==> config.mk <==
export PLATFORM = sky130hd
export DESIGN_NAME = dram_pwr_seq
export DESIGN_NICKNAME = d
export VERILOG_FILES = /design/src/rtl/dps_pkg.sv /design/src/rtl/dps_timer.sv /design/src/rtl/dps_stable_filter.sv /design/src/rtl/dps_exit_ctr.sv /design/src/rtl/dps_zq_pend.sv /design/src/rtl/dram_pwr_seq.sv
export SDC_FILE = /design/constraint.sdc
export NUM_CORES = 1
export LEC_CHECK = 0
export CORE_MARGIN = 1
export CORE_UTILIZATION = 39
export DETAILED_ROUTE_END_ITERATION = 7
export GPL_TIMING_DRIVEN = 1
export MAX_ROUTING_LAYER = met4
export PLACE_DENSITY = 0.62
export SKIP_LAST_GASP = 1
export SYNTH_ARGS = -nofsm -noshare
export SYNTH_HDL_FRONTEND = slang
export SYNTH_SLANG_ARGS = --single-unit
==> constraint.sdc <==
create_clock -name clk -period 3.1 [get_ports clk]
set_input_delay 0.62 -clock clk [delete_from_list [all_inputs] [get_ports clk]]
set_output_delay 0.62 -clock clk [all_outputs]
set_load 0.1 [all_outputs]
==> src/rtl/dps_pkg.sv <==
package dps_pkg;

  typedef enum logic [2:0] {
    CMD_NOP  = 3'd0,
    CMD_MRS  = 3'd1,
    CMD_ZQCL = 3'd2,
    CMD_ZQCS = 3'd3,
    CMD_SRE  = 3'd4,
    CMD_SRX  = 3'd5
  } dps_cmd_e;

  typedef enum logic [3:0] {
    ST_RESET_WAIT,
    ST_CKE_HIGH_WAIT,
    ST_MRS_LOAD,
    ST_ZQINIT,
    ST_IDLE,
    ST_SR_ENTER,
    ST_SR_ACTIVE,
    ST_SR_EXIT_WAIT,
    ST_ZQ_SHORT
  } dps_state_e;

  // Cycle floors and nanosecond parts of each wait
  localparam int XPR_FLOOR_CK   = 5;
  localparam int XPR_EXTRA_NS   = 10;
  localparam int MOD_FLOOR_CK   = 12;
  localparam int MOD_NS         = 15;
  localparam int ZQINIT_NS      = 640;
  localparam int ZQSHORT_NS     = 80;
  localparam int CLKHOLD_FLOOR  = 5;
  localparam int CLKHOLD_NS     = 10;
  localparam int NUM_MRS        = 4;

  function automatic int imax(input int a, input int b);
    return (a > b) ? a : b;
  endfunction

  // larger of a cycle floor and a nanosecond time rounded up to cycles
  function automatic int wait_ck(input int floor_ck, input int ns, input int clk_ps);
    int t;
    t = (ns * 1000 + clk_ps - 1) / clk_ps;
    return imax(floor_ck, t);
  endfunction

  // mode registers are loaded in the order 2, 3, 1, 0
  function automatic logic [1:0] mr_order(input int k);
    case (k)
      0:       return 2'd2;
      1:       return 2'd3;
      2:       return 2'd1;
      default: return 2'd0;
    endcase
  endfunction

endpackage

==> src/rtl/dps_timer.sv <==
module dps_timer #(
  parameter int W = 10
) (
  input  logic         clk,
  input  logic         rst_n,
  input  logic         load,
  input  logic [W-1:0] load_val,
  output logic         done
);
  logic [W-1:0] cnt;

  always_ff @(posedge clk) begin
    if (!rst_n)          cnt <= '0;
    else if (load)       cnt <= load_val;
    else if (cnt != '0)  cnt <= cnt - 1'b1;
  end

  assign done = (cnt == '0);
endmodule

==> src/rtl/dps_stable_filter.sv <==
module dps_stable_filter #(
  parameter int N = 5
) (
  input  logic clk,
  input  logic rst_n,
  input  logic arm,
  input  logic clk_stable,
  output logic ok
);
  localparam int W = (N > 1) ? $clog2(N) : 1;
  localparam logic [W-1:0] RELOAD = W'(N - 1);

  logic [W-1:0] cnt;

  always_ff @(posedge clk) begin
    if (!rst_n)               cnt <= RELOAD;
    else if (arm)             cnt <= RELOAD;
    else if (!clk_stable)     cnt <= RELOAD;
    else if (cnt != '0)       cnt <= cnt - 1'b1;
  end

  assign ok = clk_stable && (cnt == '0);
endmodule

==> src/rtl/dps_exit_ctr.sv <==
module dps_exit_ctr #(
  parameter int N_XS    = 24,
  parameter int N_XSDLL = 512
) (
  input  logic clk,
  input  logic rst_n,
  input  logic start,
  output logic at_xs,
  output logic at_dll
);
  localparam int W = $clog2(N_XSDLL + 1);
  localparam logic [W-1:0] LIM_XS  = W'(N_XS);
  localparam logic [W-1:0] LIM_DLL = W'(N_XSDLL);

  logic [W-1:0] cnt;

  always_ff @(posedge clk) begin
    if (!rst_n)                             cnt <= '0;
    else if (start)                         cnt <= W'(1);
    else if (cnt != '0 && cnt != LIM_DLL)   cnt <= cnt + 1'b1;
  end

  assign at_xs  = (cnt == LIM_XS);
  assign at_dll = (cnt == LIM_DLL);
endmodule

==> src/rtl/dps_zq_pend.sv <==
module dps_zq_pend (
  input  logic clk,
  input  logic rst_n,
  input  logic req,
  input  logic take,
  output logic pending
);
  always_ff @(posedge clk) begin
    if (!rst_n) pending <= 1'b0;
    else        pending <= (pending | req) & ~take;
  end
endmodule

==> src/rtl/dram_pwr_seq.sv <==
module dram_pwr_seq
  import dps_pkg::*;
#(
  parameter int CLK_PS      = 5000,
  parameter int TRFC_NS     = 110,
  parameter int CKE_MIN_CK  = 3,
  parameter int DLL_LOCK_CK = 512,
  parameter int ZQ_INIT_CK  = 512,
  parameter int ZQ_SHORT_CK = 64
) (
  input  logic       clk,
  input  logic       rst_n,
  input  logic       clk_stable,
  input  logic       sr_enter_req,
  input  logic       sr_exit_req,
  input  logic       zqcs_req,
  output logic [2:0] cmd,
  output logic [1:0] mr_sel,
  output logic       cke,
  output logic       clk_en_req,
  output logic       ready_no_dll,
  output logic       ready_dll
);
  localparam int N_XPR   = wait_ck(XPR_FLOOR_CK, TRFC_NS + XPR_EXTRA_NS, CLK_PS);
  localparam int N_MOD   = wait_ck(MOD_FLOOR_CK, MOD_NS, CLK_PS);
  localparam int N_ZQI   = wait_ck(ZQ_INIT_CK, ZQINIT_NS, CLK_PS);
  localparam int N_ZQS   = wait_ck(ZQ_SHORT_CK, ZQSHORT_NS, CLK_PS);
  localparam int N_CKSR  = wait_ck(CLKHOLD_FLOOR, CLKHOLD_NS, CLK_PS);
  localparam int N_CKESR = CKE_MIN_CK + 1;
  localparam int N_SRE   = imax(N_CKSR, N_CKESR);
  localparam int N_XS    = N_XPR;
  localparam int N_XSDLL = imax(DLL_LOCK_CK, N_XS + 1);
  localparam int T_MAX   = imax(imax(N_XPR, N_MOD), imax(imax(N_ZQI, N_ZQS), N_SRE));
  localparam int TW      = $clog2(T_MAX + 1);
  localparam int MW      = $clog2(NUM_MRS + 1);

  dps_state_e     st, st_n;
  dps_cmd_e       cmd_q, cmd_n;
  logic [1:0]     mr_q, mr_n;
  logic [MW-1:0]  mrs_cnt, mrs_cnt_n;
  logic           cke_q, cke_n, clken_q, clken_n;
  logic           rnd_q, rnd_n, rd_q, rd_n;
  logic           waking, waking_n;

  logic           t_load, t_done;
  logic [TW-1:0]  t_val;
  logic           arm, stab_ok;
  logic           x_start, at_xs, at_dll;
  logic           take, zq_pend;

  dps_timer #(.W(TW)) u_timer (
    .clk(clk), .rst_n(rst_n), .load(t_load), .load_val(t_val), .done(t_done)
  );

  dps_stable_filter #(.N(N_CKSR)) u_stab (
    .clk(clk), .rst_n(rst_n), .arm(arm), .clk_stable(clk_stable), .ok(stab_ok)
  );

  dps_exit_ctr #(.N_XS(N_XS), .N_XSDLL(N_XSDLL)) u_exit (
    .clk(clk), .rst_n(rst_n), .start(x_start), .at_xs(at_xs), .at_dll(at_dll)
  );

  dps_zq_pend u_zq (
    .clk(clk), .rst_n(rst_n), .req(zqcs_req), .take(take), .pending(zq_pend)
  );

  always_comb begin
    st_n      = st;
    cmd_n     = CMD_NOP;
    mr_n      = 2'd0;
    mrs_cnt_n = mrs_cnt;
    cke_n     = cke_q;
    clken_n   = clken_q;
    rnd_n     = rnd_q;
    rd_n      = rd_q;
    waking_n  = waking;
    t_load    = 1'b0;
    t_val     = '0;
    arm       = 1'b0;
    x_start   = 1'b0;
    take      = 1'b0;
    case (st)
      ST_RESET_WAIT: begin
        clken_n = 1'b1;
        if (stab_ok) begin
          cke_n  = 1'b1;
          t_load = 1'b1;
          t_val  = TW'(N_XPR - 1);
          st_n   = ST_CKE_HIGH_WAIT;
        end
      end
      ST_CKE_HIGH_WAIT: begin
        if (t_done) begin
          cmd_n     = CMD_MRS;
          mr_n      = mr_order(0);
          mrs_cnt_n = MW'(1);
          t_load    = 1'b1;
          t_val     = TW'(N_MOD - 1);
          st_n      = ST_MRS_LOAD;
        end
      end
      ST_MRS_LOAD: begin
        if (t_done) begin
          t_load = 1'b1;
          if (mrs_cnt == MW'(NUM_MRS)) begin
            cmd_n = CMD_ZQCL;
            t_val = TW'(N_ZQI - 1);
            st_n  = ST_ZQINIT;
          end else begin
            cmd_n     = CMD_MRS;
            mr_n      = mr_order(int'(mrs_cnt));
            mrs_cnt_n = mrs_cnt + 1'b1;
            t_val     = TW'(N_MOD - 1);
          end
        end
      end
      ST_ZQINIT: begin
        if (t_done) begin
          rnd_n = 1'b1;
          rd_n  = 1'b1;
          st_n  = ST_IDLE;
        end
      end
      ST_IDLE: begin
        if (zq_pend || zqcs_req) begin
          cmd_n  = CMD_ZQCS;
          take   = 1'b1;
          rnd_n  = 1'b0;
          rd_n   = 1'b0;
          t_load = 1'b1;
          t_val  = TW'(N_ZQS - 1);
          st_n   = ST_ZQ_SHORT;
        end else if (sr_enter_req) begin
          cmd_n  = CMD_SRE;
          cke_n  = 1'b0;
          rnd_n  = 1'b0;
          rd_n   = 1'b0;
          t_load = 1'b1;
          t_val  = TW'(N_SRE - 1);
          st_n   = ST_SR_ENTER;
        end
      end
      ST_ZQ_SHORT: begin
        if (t_done) begin
          rnd_n = 1'b1;
          rd_n  = 1'b1;
          st_n  = ST_IDLE;
        end
      end
      ST_SR_ENTER: begin
        if (t_done) begin
          clken_n = 1'b0;
          st_n    = ST_SR_ACTIVE;
        end
      end
      ST_SR_ACTIVE: begin
        if (!waking) begin
          if (sr_exit_req) begin
            clken_n  = 1'b1;
            arm      = 1'b1;
            waking_n = 1'b1;
          end
        end else if (stab_ok) begin
          cmd_n    = CMD_SRX;
          cke_n    = 1'b1;
          x_start  = 1'b1;
          waking_n = 1'b0;
          st_n     = ST_SR_EXIT_WAIT;
        end
      end
      ST_SR_EXIT_WAIT: begin
        if (at_xs) rnd_n = 1'b1;
        if (at_dll) begin
          rd_n = 1'b1;
          st_n = ST_IDLE;
        end
      end
      default: st_n = ST_RESET_WAIT;
    endcase
  end

  always_ff @(posedge clk) begin
    if (!rst_n) begin
      st      <= ST_RESET_WAIT;
      cmd_q   <= CMD_NOP;
      mr_q    <= 2'd0;
      mrs_cnt <= '0;
      cke_q   <= 1'b0;
      clken_q <= 1'b1;
      rnd_q   <= 1'b0;
      rd_q    <= 1'b0;
      waking  <= 1'b0;
    end else begin
      st      <= st_n;
      cmd_q   <= cmd_n;
      mr_q    <= mr_n;
      mrs_cnt <= mrs_cnt_n;
      cke_q   <= cke_n;
      clken_q <= clken_n;
      rnd_q   <= rnd_n;
      rd_q    <= rd_n;
      waking  <= waking_n;
    end
  end

  assign cmd          = cmd_q;
  assign mr_sel       = mr_q;
  assign cke          = cke_q;
  assign clk_en_req   = clken_q;
  assign ready_no_dll = rnd_q;
  assign ready_dll    = rd_q;
endmodule

==> results.md <==
| Parameter | Reported | Unit |
|:---|:---|:---|
| Result of the run | complete, no violations | - |
| Area share of the largest cell type after synthesis | 37.2 | % |
| Hold buffers post-CTS | 0 | - |
| Clock input transition at the sequential cells of the worst setup and hold paths | 70 | ps |
| Final antenna-violating net count | 0 | - |
| Root cell of the clock tree | clkbuf_8 | - |
| Number of buffers added by the clock tree synthesis step | 5 | - |
| Seq/Total Area, Yosys | 37.2 | % |
| Capture point of the worst reg-to-reg path | u_timer.cnt[1] | - |
| Synth-to-layout area growth | 11.2 | % |
| Number of buffers on the longest clock path | 2 | - |
| Pin count of the biggest net entering global routing | 22 | - |
| Worst setup slack for register-to-register paths | 570 | ps |
| Vias in the first global route | 1697 | - |
| Final std cells w/o fill | 353 | - |
| Global-route wire length before repair | 7980 | microns |
| Final WL | 4800 | microns |
| Final hold violations | 0 | - |
| Antenna violations before repair | 0 | - |
| Total setup violations reported at the end of the flow | 0 | - |
| Clock network latency to the later pin of the worst-skew pair | 300 | ps |
| HPWL after DPL | 3420 | microns |
| Ys flop type | dfxtp_1 | - |
| Total core area | 0.00547 | sq mm |
| Wirelength per Cell | 13.6 | microns |
| Biggest area consumer among synthesized cells | dfxtp_1 | - |
| Maximum clock rate | 0.395 | GHz |
| Clock period minus final worst setup slack | 2530 | ps |
| Net count reported at finish | 296 | - |
| Dominant cells by area after synthesis | dfxtp_1, nor2_1, ha_1, nand3_1, nand2_1 | - |
| Critical path fanouts, max | 9 | - |
| Number of design-rule violations left by the first detailed-router iteration | 68 | - |
| Relative slew slack | 53.0 | % |
| Total gr overflow | 0 | - |
| Routability congestion estimate from global placement | 0.758 | - |
| Final period utilization | 81.6 | % |
| Die X | 77.2 | microns |
| Resized Gates After CTS | 0 | - |
| Classification of the worst-slack hold path | reg -> reg | - |
| Most used standard cell by instance count after synthesis | dfxtp_1 | - |
| Power Density | 815 | mW/mm^2 |
| Clock tree from TritonCTS | done | - |
| Worst setup path class | reg -> reg | - |
| Post-synthesis average cell area | 8.14 | sq um |
| H-tree depth | 2 | - |
| Highest signal layer in the routed design | met4 | - |
| Total met2 wirelength after detailed routing | 2230 | microns |
| Drt pass-1 iters | 4 | - |
| Die area | 0.00596 | sq mm |
| Net Count, Synth | 286 | - |
| Actual slew at the worst max-slew pin | 704 | ps |
| Detailed-route via count | 1881 | - |
| Start point of the critical path | u_timer.cnt[0] | - |
| Commonest cells in the synthesized netlist | dfxtp_1, nor2_1, nand2_1, nand3_1 | - |
| Endpoint type of the worst setup path | flop | - |
| DRC violations left | 0 | - |
| Critical Path RT | 3290 | ps |
| Post-synth EDFFs | 0 | - |
| Total inserted antenna cells | 0 | - |
| Number of port buffers | 14 | - |
| Max-slew violations | 0 | - |
| Routed met1 length | 2320 | microns |
| Via density | 5.33 | - |
| Overall die height | 77.2 | microns |
| Effective utilization at floorplan | 40.3 | % |
| Total leakage power | 0.908 | nW |
| Element type at the critical path start | flop | - |
| Total number of placement rows | 27 | - |
| Count of buffers added by post-CTS timing repair for setup | 0 | - |
| Post-Synthesis Cell Area | 0.00221 | sq mm |
| Instance count after placement with tap cells included | 346 | - |
| Flop and latch count out of synthesis | 41 | - |
| Data arrival time of the critical path | 2720 | ps |
| Setup skew after layout | 8.54 | ps |
| MaxCap Viol Count | 0 | - |
| Worst VDD drop | 0.310 | mV |
| Async SR Flop Fraction | 0 | % |
| Synth unique cells | 47 | - |
| Last element of the critical path | u_timer.cnt[1] | - |
| Cells after synthesis | 271 | - |
| Number of top-level design ports | 15 | - |
| Length of routed met3 wiring | 187 | microns |
| Final TNS setup | 0 | ps |
| Layout cells sized above 1 | 7.47 | % |
| Number of sinks handled by clock tree synthesis | 41 | - |
| Number of cells on the worst reg-to-reg path | 7 | - |
| YS warnings | 0 | - |
| RSZ-0062 raised after global routing | no | - |
| All-Layer GR Usage | 17.4 | % |
| Source of the worst register-to-register timing path | u_timer.cnt[0] | - |
-- metrics by stage --
step | hold slack, ps | power [W] | worst slack, ps | instance area, sq um | utilization, %
after global routing | 529 | 0.00214 | 480 | 2450 | 44.8
after CTS | 485 | 0.00200 | 587 | 2450 | 44.8
after global placement | 479 | 0.00164 | 655 | 2370 | 43.3
final | 480 | 0.00200 | 570 | 2450 | 44.8
after detailed placement | 475 | 0.00164 | 595 | 2370 | 43.3
after floorplan | 458 | 0.00149 | 795 | 2210 | -
-- registers in the layout, indices dropped and copies added, names as in the netlist --
register	count
ready_no_dll	1
u_zq.pending	1
u_exit.cnt	10
cmd	3
st	4
waking	1
clk_en_req	1
u_stab.cnt	3
cke	1
mr_sel	2
ready_dll	1
mrs_cnt	3
u_timer.cnt	10
-- kinds of logic after synthesis --
group	synth area share, %
mux	1.87
compound gates	16.6
fa+ha+maj	5.10
simple gates	28.2
xor+xnor	6.75
flops	37.2
buf+inv	4.36
-- how the worst min path moves through the flow --
stage | start | endpoint | cells after the start
after global placement | u_stab.cnt[1] | u_stab.cnt[1] | 2
after detailed placement | ready_dll | ready_dll | 2
after CTS | ready_dll | ready_dll | 2
after global routing | ready_dll | ready_dll | 2
after floorplan | u_timer.cnt[9] | u_timer.cnt[9] | 2
final | ready_dll | ready_dll | 2
-- worst max-delay path, stage by stage (launching register included) --
cell and delay (ps):
dfxtp_1 320, inv_1 90, ha_1 200, or4b_2 660
or3_1 510, o21ai_4 310, a21oi_1 80, o221a_1 260
-- layout make-up --
cell class,instances,area (sq um)
multi-input combinational,207,1290
fill,561,3020
clock buffer,7,86.3
timing repair buffer,15,125
tap,72,90.1
inverter,11,41.3
sequential,41,821
-- placed cells by master (no fill, tap or decap), types with 2 or more instances in the layout --
cell | netlist | routed
o31ai_1 | 3 | 3
o21a_1 | 5 | 5
nand2b_1 | 8 | 8
nor3b_1 | 3 | 3
clkdlybuf4s50_1 | 0 | 5
o21ai_0 | 15 | 15
xnor2_1 | 9 | 9
nand3b_1 | 3 | 3
xor2_1 | 8 | 8
nand2_1 | 24 | 24
or4_1 | 2 | 2
a211oi_1 | 3 | 3
nor4_1 | 4 | 4
a31oi_1 | 3 | 3
nor4b_1 | 3 | 3
nand3_1 | 19 | 19
a21oi_1 | 15 | 15
dfxtp_1 | 41 | 41
inv_1 | 11 | 11
and3_1 | 3 | 3
nor2b_1 | 3 | 3
a32oi_1 | 2 | 2
nor3_1 | 6 | 6
ha_1 | 9 | 9
a211o_1 | 2 | 2
or3_1 | 2 | 2
mux2i_1 | 3 | 3
buf_4 | 0 | 10
nor2_1 | 33 | 33
clkbuf_8 | 0 | 6
nand4_1 | 2 | 2
-- report_power, final --
group	total, W	internal [W]	leakage (nW)	switching, W
Clock	0.000358	0.000177	0.0443	0.000181
Combinational	0.000909	0.000378	0.530	0.000531
Sequential	0.000734	0.000613	0.334	0.000121
-- layer usage --
| metal | vias to the layer above | GRT usage [%] |
|---|---|---|
| met3 | 6 | 3.93 |
| met1 | 868 | 22.5 |
| met4 | 0 | 5.66 |
| met5 | - | - |
| li1 | 978 | - |
| met2 | 29 | 26.7 |
Power figures use the tool's default switching activity.
